`src/rtl/scrub_pkg.sv`:
```
package scrub_pkg;

   // control register field positions (software-visible)
   localparam int unsigned CTRL_EN_BIT   = 7;
   localparam int unsigned CTRL_DET_BIT  = 5;
   localparam int unsigned CTRL_DONE_BIT = 4;

   // error code space, one-hot, decoded by the error log
   localparam int unsigned ERR_W               = 17;
   localparam int unsigned ERR_PATROL_CE       = 16;
   localparam int unsigned ERR_PATROL_UE_ALIAS = 6;
   localparam int unsigned ERR_PATROL_UE_FAR   = 12;

   typedef enum logic [2:0] {
      ST_IDLE,
      ST_READ,
      ST_WAIT,
      ST_CHECK,
      ST_WB
   } walk_state_t;

   // number of Hamming check bits for a data width
   function automatic int unsigned ecc_par_bits(input int unsigned dw);
      int unsigned p;
      p = 1;
      while ((1 << p) < (dw + p + 1)) p++;
      return p;
   endfunction

endpackage

```
`src/rtl/scrub_secded.sv`:
```
module scrub_secded #(
   parameter int unsigned CW    = 13,
   parameter int unsigned PAR_W = 4
) (
   input  logic [CW-1:0] word,
   output logic          single_fix,
   output logic          multi_alias,
   output logic          multi_far,
   output logic [CW-1:0] fixed
);

   localparam logic [PAR_W:0] LAST_POS = (PAR_W+1)'(CW - 1);

   logic [PAR_W-1:0] syn;
   logic             par_odd;
   logic             in_range;

   always_comb begin
      syn = '0;
      for (int i = 1; i < int'(CW); i++) begin
         if (word[i]) syn = syn ^ PAR_W'(i);
      end
   end

   assign par_odd  = ^word;
   assign in_range = ({1'b0, syn} <= LAST_POS);

   assign single_fix  = par_odd && in_range;
   assign multi_alias = !par_odd && (syn != '0) && in_range;
   assign multi_far   = !in_range;

   assign fixed = single_fix ? (word ^ (CW'(1) << syn)) : word;

endmodule

```
`src/rtl/scrub_ctrl.sv`:
```
module scrub_ctrl
   import scrub_pkg::*;
#(
   parameter int unsigned ADDR_W = 6
) (
   input  logic              clk,
   input  logic              rst_n,
   input  logic              wr,
   input  logic [7:0]        wdata,
   input  logic              top_wr,
   input  logic [ADDR_W-1:0] top_wdata,
   input  logic              busy,
   input  logic              pass_done,
   output logic              start,
   output logic              run,
   output logic              det_en,
   output logic [ADDR_W-1:0] top_addr,
   output logic [7:0]        rdata
);

   logic              en_q;
   logic              det_q;
   logic              done_q;
   logic [ADDR_W-1:0] top_q;
   logic              unused_wbits;

   assign unused_wbits = ^{wdata[6], wdata[4:0]};

   // a start only counts when the walker is idle
   assign start = wr && wdata[CTRL_EN_BIT] && !busy;

   always_ff @(posedge clk or negedge rst_n) begin
      if (!rst_n) begin
         en_q   <= 1'b0;
         det_q  <= 1'b0;
         done_q <= 1'b0;
         top_q  <= '1;
      end else begin
         if (wr) begin
            en_q  <= wdata[CTRL_EN_BIT];
            det_q <= wdata[CTRL_DET_BIT];
         end
         if (pass_done) begin
            en_q   <= 1'b0;
            done_q <= 1'b1;
         end
         if (start) done_q <= 1'b0;
         if (top_wr) top_q <= top_wdata;
      end
   end

   assign run      = en_q;
   assign det_en   = det_q;
   assign top_addr = top_q;

   always_comb begin
      rdata                = '0;
      rdata[CTRL_EN_BIT]   = en_q;
      rdata[CTRL_DET_BIT]  = det_q;
      rdata[CTRL_DONE_BIT] = done_q;
   end

endmodule

```
`src/rtl/scrub_walker.sv`:
```
module scrub_walker
   import scrub_pkg::*;
#(
   parameter int unsigned ADDR_W = 6,
   parameter int unsigned CW     = 13,
   parameter int unsigned RD_LAT = 2
) (
   input  logic              clk,
   input  logic              rst_n,
   input  logic              start,
   input  logic              run,
   input  logic              det_en,
   input  logic [ADDR_W-1:0] top_in,
   input  logic [CW-1:0]     mem_rdata,
   input  logic              single_fix,
   input  logic              multi_alias,
   input  logic              multi_far,
   input  logic [CW-1:0]     fixed,
   output logic [CW-1:0]     rd_word,
   output logic              busy,
   output logic              pass_done,
   output logic              mem_rd_en,
   output logic              mem_wr_en,
   output logic [ADDR_W-1:0] mem_addr,
   output logic [CW-1:0]     mem_wdata,
   output logic              err_valid,
   output logic [ERR_W-1:0]  err_code,
   output logic [ADDR_W-1:0] err_addr
);

   walk_state_t       state_q;
   logic [ADDR_W-1:0] addr_q;
   logic [ADDR_W-1:0] top_q;
   logic [CW-1:0]     rd_q;
   logic [CW-1:0]     fix_q;
   logic              err_valid_q;
   logic [ERR_W-1:0]  err_code_q;
   logic [ADDR_W-1:0] err_addr_q;

   logic              lat_hit;
   logic [ERR_W-1:0]  code_now;
   logic              report;
   logic              need_wb;
   logic              word_end;
   logic              last;

   // read latency counter: a single-cycle memory needs none
   if (RD_LAT == 1) begin : g_lat_one
      assign lat_hit = 1'b1;
   end else begin : g_lat_cnt
      localparam int unsigned LW = $clog2(RD_LAT + 1);
      logic [LW-1:0] lat_q;
      always_ff @(posedge clk or negedge rst_n) begin
         if (!rst_n)                 lat_q <= LW'(1);
         else if (state_q != ST_WAIT) lat_q <= LW'(1);
         else                        lat_q <= lat_q + LW'(1);
      end
      assign lat_hit = (lat_q == LW'(RD_LAT));
   end

   always_comb begin
      code_now                      = '0;
      code_now[ERR_PATROL_CE]       = single_fix;
      code_now[ERR_PATROL_UE_ALIAS] = multi_alias;
      code_now[ERR_PATROL_UE_FAR]   = multi_far;
   end

   assign report    = (state_q == ST_CHECK) && det_en && (|code_now);
   assign need_wb   = (state_q == ST_CHECK) && det_en && single_fix;
   assign word_end  = ((state_q == ST_CHECK) && !need_wb) || (state_q == ST_WB);
   assign last      = (addr_q == top_q);
   assign pass_done = word_end && run && last;

   always_ff @(posedge clk or negedge rst_n) begin
      if (!rst_n) begin
         state_q     <= ST_IDLE;
         addr_q      <= '0;
         top_q       <= '0;
         rd_q        <= '0;
         fix_q       <= '0;
         err_valid_q <= 1'b0;
         err_code_q  <= '0;
         err_addr_q  <= '0;
      end else begin
         err_valid_q <= report;
         err_code_q  <= report ? code_now : '0;
         if (report) err_addr_q <= addr_q;

         case (state_q)
            ST_IDLE: begin
               if (start) begin
                  addr_q  <= '0;
                  top_q   <= top_in;
                  state_q <= ST_READ;
               end
            end
            ST_READ:  state_q <= ST_WAIT;
            ST_WAIT: begin
               if (lat_hit) begin
                  rd_q    <= mem_rdata;
                  state_q <= ST_CHECK;
               end
            end
            ST_CHECK: begin
               fix_q <= fixed;
               if (need_wb) state_q <= ST_WB;
            end
            ST_WB:    state_q <= ST_WB;
            default:  state_q <= ST_IDLE;
         endcase

         // word boundary: stop, finish or advance
         if (word_end) begin
            if (!run || last) begin
               state_q <= ST_IDLE;
            end else begin
               addr_q  <= addr_q + 1'b1;
               state_q <= ST_READ;
            end
         end
      end
   end

   assign rd_word   = rd_q;
   assign busy      = (state_q != ST_IDLE);
   assign mem_rd_en = (state_q == ST_READ);
   assign mem_wr_en = (state_q == ST_WB);
   assign mem_addr  = addr_q;
   assign mem_wdata = fix_q;
   assign err_valid = err_valid_q;
   assign err_code  = err_code_q;
   assign err_addr  = err_addr_q;

endmodule

```
`src/rtl/patrol_scrub.sv`:
```
module patrol_scrub #(
   parameter int unsigned DATA_W = 8,
   parameter int unsigned ADDR_W = 6,
   parameter int unsigned RD_LAT = 2
) (
   input  logic                                            clk,
   input  logic                                            rst_n,
   input  logic                                            ctrl_wr,
   input  logic [7:0]                                      ctrl_wdata,
   output logic [7:0]                                      ctrl_rdata,
   input  logic                                            top_wr,
   input  logic [ADDR_W-1:0]                               top_wdata,
   output logic                                            mem_rd_en,
   output logic                                            mem_wr_en,
   output logic [ADDR_W-1:0]                               mem_addr,
   output logic [DATA_W+scrub_pkg::ecc_par_bits(DATA_W):0] mem_wdata,
   input  logic [DATA_W+scrub_pkg::ecc_par_bits(DATA_W):0] mem_rdata,
   output logic                                            err_valid,
   output logic [scrub_pkg::ERR_W-1:0]                     err_code,
   output logic [ADDR_W-1:0]                               err_addr
);

   localparam int unsigned PAR_W = scrub_pkg::ecc_par_bits(DATA_W);
   localparam int unsigned CW    = DATA_W + PAR_W + 1;

   if (DATA_W < 2) begin : g_bad_data_w
      $error("patrol_scrub: DATA_W must be at least 2");
   end
   if (RD_LAT < 1) begin : g_bad_rd_lat
      $error("patrol_scrub: RD_LAT must be at least 1");
   end
   if (ADDR_W < 1) begin : g_bad_addr_w
      $error("patrol_scrub: ADDR_W must be at least 1");
   end

   logic              start;
   logic              run;
   logic              det_en;
   logic              busy;
   logic              pass_done;
   logic [ADDR_W-1:0] top_addr;
   logic [CW-1:0]     rd_word;
   logic [CW-1:0]     fixed;
   logic              single_fix;
   logic              multi_alias;
   logic              multi_far;

   scrub_ctrl #(.ADDR_W(ADDR_W)) u_ctrl (
      .clk       (clk),
      .rst_n     (rst_n),
      .wr        (ctrl_wr),
      .wdata     (ctrl_wdata),
      .top_wr    (top_wr),
      .top_wdata (top_wdata),
      .busy      (busy),
      .pass_done (pass_done),
      .start     (start),
      .run       (run),
      .det_en    (det_en),
      .top_addr  (top_addr),
      .rdata     (ctrl_rdata)
   );

   scrub_secded #(.CW(CW), .PAR_W(PAR_W)) u_ecc (
      .word        (rd_word),
      .single_fix  (single_fix),
      .multi_alias (multi_alias),
      .multi_far   (multi_far),
      .fixed       (fixed)
   );

   scrub_walker #(.ADDR_W(ADDR_W), .CW(CW), .RD_LAT(RD_LAT)) u_walk (
      .clk         (clk),
      .rst_n       (rst_n),
      .start       (start),
      .run         (run),
      .det_en      (det_en),
      .top_in      (top_addr),
      .mem_rdata   (mem_rdata),
      .single_fix  (single_fix),
      .multi_alias (multi_alias),
      .multi_far   (multi_far),
      .fixed       (fixed),
      .rd_word     (rd_word),
      .busy        (busy),
      .pass_done   (pass_done),
      .mem_rd_en   (mem_rd_en),
      .mem_wr_en   (mem_wr_en),
      .mem_addr    (mem_addr),
      .mem_wdata   (mem_wdata),
      .err_valid   (err_valid),
      .err_code    (err_code),
      .err_addr    (err_addr)
   );

endmodule

```
`config.mk`:
```
export PLATFORM = sky130hd
export DESIGN_NAME = patrol_scrub
export DESIGN_NICKNAME = d
export VERILOG_FILES = /design/src/rtl/scrub_pkg.sv /design/src/rtl/scrub_secded.sv /design/src/rtl/scrub_ctrl.sv /design/src/rtl/scrub_walker.sv /design/src/rtl/patrol_scrub.sv
export SDC_FILE = /design/constraint.sdc
export NUM_CORES = 1
export LEC_CHECK = 0
export CAP_MARGIN = 20
export CORE_MARGIN = 1
export CORE_UTILIZATION = 35
export DETAILED_ROUTE_END_ITERATION = 16
export SLEW_MARGIN = 20
export SYNTH_ARGS = -nofsm -noshare
export SYNTH_HDL_FRONTEND = slang
export SYNTH_SLANG_ARGS = --single-unit
```
`constraint.sdc`:
```
create_clock -name clk -period 2.9 [get_ports clk]
set_input_delay 0.29 -clock clk [delete_from_list [all_inputs] [get_ports clk]]
set_output_delay 0.29 -clock clk [all_outputs]
set_load 0.01 [all_outputs]
```
=== Yosys cells after proc, flatten, opt, wreduce, memory -nomap -nowiden ===
Cells that the tools add are included.
Widths: inputs -> output; s select.

* Input bits: 31
* Output and inout port bits: 53
* Word-level logic and storage cells: 96
* Register bits after elaboration: 76

* Muxes and demuxes: 29
* Reduce and logical (&&, ||, !) cells: 28
* Eq/ne operators: 10
* Add/subtract/negate cells: 2
* $lt $le $gt $ge: 1
* Shift-type cells: 1
* Bitwise logic cells: 12

{| class="wikitable"
|+ Operators with widths
! kind !! number
|-
| $mux 3 || 8
|-
| $mux 6 || 4
|-
| $mux 4 || 5
|-
| $mux 17 || 1
|-
| $pmux 3 s5 || 1
|-
| $mux 13 || 1
|-
| $reduce_xor 13->1 || 1
|-
| $shl 1x4->13 const A || 1
|-
| $xor 13x13->13 || 1
|-
| $not 2->2 || 6
|-
| $logic_and 1x1->1 || 11
|-
| $add 6x1->6 const B || 1
|-
| $eq 3x2->1 const B || 2
|-
| $eq 6x6->1 || 1
|-
| $mux 1 || 6
|-
| $mux 2 || 3
|-
| $ne 3x1->1 const B || 2
|-
| $ne 3x2->1 const B || 2
|-
| $not 3->3 || 2
|-
| $logic_not 1->1 || 5
|-
| $le 4x4->1 const B || 1
|-
| $reduce_and 2->1 || 2
|-
| $reduce_bool 2->1 || 2
|-
| $reduce_bool 4->1 || 1
|-
| other kinds (10) || 13
|}

=== Logic depth before layout (Yosys ltp) ===
Gate-level depths: netlist of the first run.

* Word-level depth: 30
* Gate-level depth with buffers: 10
* Depth with buffers taken out: 7

=== Modules after synthesis ===
Synthesis of the first run repeated with hierarchy kept, for this count alone.

* Cell total of the unflattened synthesis: 311
* Area, all modules: 3513.4 sq um

{| class="wikitable"
|+ Modules (own cells, without submodules)
! module !! sequential area each (sq um) !! area an instance (sq um) !! cells an instance !! times used
|-
| scrub_walker || 1327.5 || 2403.6 || 200 || 1
|-
| scrub_secded || 0.0 || 673.1 || 80 || 1
|-
| scrub_ctrl || 232.7 || 436.7 || 31 || 1
|}

=== Least setup slack after synthesis of the first run ===
No wires, ideal clock.

* Path type: register to register
* From: reg u_walk.rd_q[9] (netlist: u_walk.rd_word[9])
* To: reg u_walk.addr_q[2] (netlist: u_walk.mem_addr[2])
* Arrival: 2271 ps
* Required time: 2780 ps
* Cell stages (with the launch flop): 10
* Path buffers: 2
* Setup slack: 510 ps
* Setup time: 120 ps
* Period minus slack after synthesis: 2390 ps
* Cell sequence: dfrtp_1 -> xnor2_1 -> xor2_2 -> xnor2_1 -> o221ai_1 -> or4_4 -> buf_6 -> and2_4 -> buf_6 -> a31o_1

* Longest elaborated chain between the ends: 14
* Elaborated cells between the ends (all ways): 15
* Classes of those cells: order compare: 1; mux: 5; bitwise: 3; reduce/logical: 6

{| class="wikitable"
|+ Ends and longest elaborated chain
! what !! line !! RTL
|-
| start: declaration || scrub_walker.sv:34 || <nowiki>logic [CW-1:0] rd_q;</nowiki>
|-
| start signal: assignment || scrub_walker.sv:100 || <nowiki>rd_q <= mem_rdata;</nowiki>
|-
| $mux 4 || scrub_secded.sv:21 || <nowiki>if (word[i]) syn = syn ^ PAR_W'(i);</nowiki>
|-
| $not 2->2 (no line) || n/a ||
|-
| $mux 4 || scrub_secded.sv:21 ||
|-
| $not 3->3 (no line) || n/a ||
|-
| $mux 4 || scrub_secded.sv:21 ||
|-
| $not 2->2 (no line) || n/a ||
|-
| $mux 4 || scrub_secded.sv:21 ||
|-
| $le 4x4->1 || scrub_secded.sv:26 || <nowiki>assign in_range = ({1'b0, syn} <= LAST_POS);</nowiki>
|-
| $logic_and 1x1->1 (*) || scrub_secded.sv:28 || <nowiki>assign single_fix = par_odd && in_range;</nowiki>
|-
| $logic_and 1x1->1 (*) || scrub_walker.sv:69 || <nowiki>assign need_wb = (state_q == ST_CHECK) && det_en && single_fix;</nowiki>
|-
| $logic_not 1->1 (*) || scrub_walker.sv:70 || <nowiki>assign word_end = ((state_q == ST_CHECK) && !need_wb) || (state_q == ST_WB);</nowiki>
|-
| $logic_and 1x1->1 (*) || scrub_walker.sv:70 ||
|-
| $logic_or 1x1->1 (*) || scrub_walker.sv:70 ||
|-
| $mux 6 (*) || scrub_walker.sv:113 || <nowiki>if (word_end) begin</nowiki>
|-
| end signal: assignment || scrub_walker.sv:117 || <nowiki>addr_q <= addr_q + 1'b1;</nowiki>
|-
| end: declaration || scrub_walker.sv:32 || <nowiki>logic [ADDR_W-1:0] addr_q;</nowiki>
|}

Every way passes the cells marked *; elsewhere a longest branch is shown, timed or not.
A chain may end at the register's enable or synchronous reset.

=== Worst setup path in the final report of the first run ===
* From: reg u_walk.rd_q[3] (netlist: u_walk.rd_word[3])
* To: reg u_walk.addr_q[4] (netlist: u_walk.mem_addr[4])

* Longest elaborated chain between the ends: 21
* Elaborated cells between the ends (all ways): 24
* Classes of those cells: order compare: 1; mux: 11; bitwise: 6; reduce/logical: 6

{| class="wikitable"
|+ Ends and longest elaborated chain
! what !! line
|-
| $mux 2 || scrub_secded.sv:21
|-
| $mux 3 || scrub_secded.sv:21
|-
| $not 2->2 (no line) / $mux 3 (equally long branches) || n/a
|-
| $mux 3 / $not 2->2 (equally long branches) || n/a
|-
| $mux 3 || scrub_secded.sv:21
|-
| $not 3->3 (no line) || n/a
|-
| $mux 3 || scrub_secded.sv:21
|-
| $mux 4 || scrub_secded.sv:21
|-
| [4 not listed] || n/a
|-
| $mux 4 (2 in series) || scrub_secded.sv:21
|-
| $le 4x4->1 || scrub_secded.sv:26
|-
| $logic_and 1x1->1 (*) || scrub_secded.sv:28
|-
| $logic_and 1x1->1 (*) || scrub_walker.sv:69
|-
| $logic_not 1->1 (*) || scrub_walker.sv:70
|-
| $logic_and 1x1->1 (*) || scrub_walker.sv:70
|-
| $logic_or 1x1->1 (*) || scrub_walker.sv:70
|-
| $mux 6 (*) || scrub_walker.sv:113
|}

Marks and branches as above.

==> key figures, run 1 <==
Finish
  – Area growth, synth to finish: 23.23%
  – Layout cells sized above 1: 0.1910
  – ANT cells: 0
  – Non-Filler Instances: 488
  – Final #Nets: 405

Floorplan
  – Die Width: 99.28 um
  – Core Region: 9196 um^2
  – Row cnt: 35
  – Die height: 99.28 um
  – Die ar.: 9856 um^2
  – Boundary Pins: 84
  – Initial Util: 0.3601

Clock tree
  – Total setup buffers inserted after CTS: 0
  – CTS Sinks: 62
  – TritonCTS buffer count: 9
  – Hold Buf Count CTS: 0
  – CTS tree: built
  – Clk_lat worst skew: 0.35 ns
  – Clock Path Buffers: 2
  – H-tree levels: 3
  – Post_cts resized: 0
  – Root Buffer: clkbuf_8
  – Worst-path clk slew: 0.08 ns

Worst hold path
  – Hold Crit Class: input port to asynchronous set/reset pin

Placement
  – Total placed cells including tap cells: 472
  – Final HPWL DP: 4959 um
  – Gp weighted congestion: 0.7667
  – I/O Buffers: 58

Yosys
  – Yosys cell types: 46
  – Main flop type after synthesis: dfrtp_1
  – Register bit total from synthesis: 62
  – Syn Area/Cell: 10.55 um^2
  – Synth Instances: 314
  – EDFF count, synth: 0
  – Syn Std Cell Area: 3312 um^2
  – FFs w/ async S/R, synth: 1.000
  – YS warnings: 0
  – Post-synthesis sequential area ratio: 0.4711

Routing
  – First drt pass iteration count: 5
  – Initial DRC Count: 89
  – Routed length per placed instance: 13.89 um
  – Via-to-Cell Ratio: 4.895
  – Routed WL: 6776 um
  – DR vias: 2389
  – Final ANT Viol Nets: 0
  – Residual DRC count: 0

Critical path
  – Critical path required time: 3.13 ns
  – CP dominant cell by count: xnor2_1
  – Worst EP arrival: 2.71 ns
  – Critical path's top delay family: XOR/XNOR gates
  – Max FO, Critical Path: 7
  – Crit path launch type: flip-flop
  – Crit Path Category: flip-flop to flip-flop
  – CP Buf/Inv Count: 0
  – Cells along the critical path: xnor2_2 > xnor2_1 > xnor2_1 > o221ai_1 > or4_4 > and2_4 > a31o_1
  – Element type at the critical path end: flip-flop
  – Slowest CP cell: or4_4
  – Worst path max stage delay: 0.51 ns

Timing
  – Setup_tns: 0 ns
  – Final Hold Vio Count: 0
  – Slew Viols, Final: 0
  – Fmax: 404.0 MHz
  – Worst Skew: 0.01352 ns
  – Worst slew pin tran: 0.7603 ns
  – Min Clock Period, post-route: 2.476 ns
  – RSZ-0062 raised after global routing: no
  – Final Cycle Share: 0.8536
  – Final setup viols: 0
  – Worst hold slack: 0.009302 ns
  – Max-slew headroom: 0.4931

Global routing
  – Number of global-route vias before repair: 2380
  – GRT met1 Usage: 0.1842
  – Largest net degree at the start of global routing: 36
  – GRT busiest layer: met2
  – GR met2 Demand/Resource: 0.2425
  – GR Overflow Total: 0
  – Total routing usage reported by global routing: 0.1487
  – First-pass GRT wire length: 11360 um
  – Initial antenna violation count: 0
  – M3 GR Usage: 0.03514

Power
  – VDD IR max: 1.050 mV
  – Pwr Total: 5.300 mW
  – Leakage: 1.729 nW
  – Power Density: 1298 nW/um^2

Run status
  – Status: complete, no violations

Flow run
  – MaxCap Viol Count: 0
[cell usage after synthesis (all sizes together), types with 2 or more instances]
library cell / number / share of area
clkbuf: 8 / 0.0091
nand4: 3 / 0.0057
xnor3: 2 / 0.014
or4: 2 / 0.0057
mux2: 28 / 0.095
nor2: 25 / 0.028
and2: 3 / 0.0064
nor4: 2 / 0.0038
xor2: 9 / 0.033
dfrtp: 55 / 0.42
nor3b: 3 / 0.0068
or2: 5 / 0.0094
ha: 2 / 0.0076
dfstp: 7 / 0.056
nand2b: 4 / 0.0076
o21ai: 17 / 0.026
o22ai: 2 / 0.0038
a22oi: 6 / 0.014
xnor2: 28 / 0.076
a31o: 5 / 0.013
inv: 3 / 0.0034
o31ai: 2 / 0.0045
buf: 26 / 0.061
nand2: 46 / 0.052
a31oi: 2 / 0.0038
a21oi: 3 / 0.0057
nand3: 4 / 0.0060
a221oi: 2 / 0.0053
[worst reg2reg max path: cells and delay by family, from the launching register on]
| kind | cells | cell delay, ns |
|---|---|---|
| DFF | 1 | 0.45 |
| xor gates and xnor gates | 3 | 0.82 |
| and+or+nand+nor | 2 | 0.71 |
| AOI/OAI and AO/OA | 2 | 0.38 |
[cell usage in the layout, fill, tap and decap left out, drive strengths merged, types with 3 or more instances in the layout]
| master | count |
|---|---|
| a21oi | 3 |
| a22oi | 6 |
| a31o | 5 |
| and2 | 3 |
| buf | 6 |
| clkbuf | 10 |
| clkdlybuf4s50 | 57 |
| clkinv | 5 |
| conb | 19 |
| dfrtp | 55 |
| dfstp | 7 |
| inv | 4 |
| mux2 | 28 |
| nand2 | 46 |
| nand2b | 4 |
| nand3 | 4 |
| nand4 | 3 |
| nor2 | 25 |
| nor3b | 3 |
| o21ai | 17 |
| or2 | 5 |
| xnor2 | 28 |
| xor2 | 9 |
[logic make-up (layout without fill, tap and decap cells)]
group | after synthesis | in the layout | synth area share
and+or+nand+nor | 102 | 102 | 0.1421
DFF | 62 | 62 | 0.4711
AOI/OAI and AO/OA | 42 | 42 | 0.08273
xor gates and xnor gates | 39 | 39 | 0.1235
buffers and inverters | 37 | 82 | 0.07367
muxes | 29 | 29 | 0.09822
adders and majority gates | 2 | 2 | 0.007555
other | 1 | 19 | 0.001132
[registers in the layout, indices dropped and copies added (netlist names), 3 cells and up]
register / flops
u_walk.mem_addr: 6
u_walk.err_code: 3
u_walk.rd_word: 13
u_walk.top_q: 6
u_ctrl.top_addr: 6
u_walk.err_addr: 6
u_walk.state_q: 3
u_walk.mem_wdata: 13
[where the power goes]
group | switching (mW) | internal (mW) | leakage [nW] | total [mW]
clock | 0.367 | 0.337 | 0.0966 | 0.704
sequential | 0.321 | 1.17 | 0.767 | 1.50
combinational | 1.69 | 1.41 | 0.865 | 3.10
total | 2.37 | 2.92 | 1.73 | 5.30
[layer usage]
metal	vias to the layer above	part of all wire	wire [um]
met3	10	0.044	297
li1	1136	-	-
met1	1170	0.45	3043
met2	73	0.49	3316
met5	-	0	0
met4	0	0.018	119
[through the flow]
step	setup slack [ns]	utilization	area, um^2
finish	0.4245	0.4438	4081
global route	0.3018	0.4438	4081
detailed placement	0.4407	0.4239	3899
CTS	0.4257	0.4438	4081
global placement	0.4789	0.4239	3899
floorplan	0.5097	-	3379
[area by class of cell]
cell class,count,area [um^2]
clock inverter,6,45.04
fill,895,5115
tap,111,138.9
inverter,3,11.26
timing repair buffer,63,613.1
multi-input combinational,233,1575
sequential,62,1560
clock buffer,10,137.6
[worst paths after layout]
path / startpoint / end / slack [ns] / cells past startpoint
min in group clk: u_walk.g_lat_cnt.lat_q[0] / u_walk.g_lat_cnt.lat_q[0] / 0.48 / 1
max: u_walk.rd_word[3] / u_walk.mem_addr[4] / 0.42 / 7
min: rst_n / u_walk.top_q[3] / 0.009 / 1
max in group asynchronous: rst_n / u_walk.rd_word[7] / 2.09 / 2
min reg2reg: u_walk.g_lat_cnt.lat_q[0] / u_walk.g_lat_cnt.lat_q[0] / 0.48 / 1
max reg2reg: u_walk.rd_word[3] / u_walk.mem_addr[4] / 0.42 / 7
Note: power is estimated with default switching activity, not from simulation.
==> run 2: changes to the inputs <==
- GPL_ROUTABILITY_DRIVEN: not set -> 0
==> results of run 2 <==
Same layout as run 1: the final DEF is identical, and so are final timing and power.
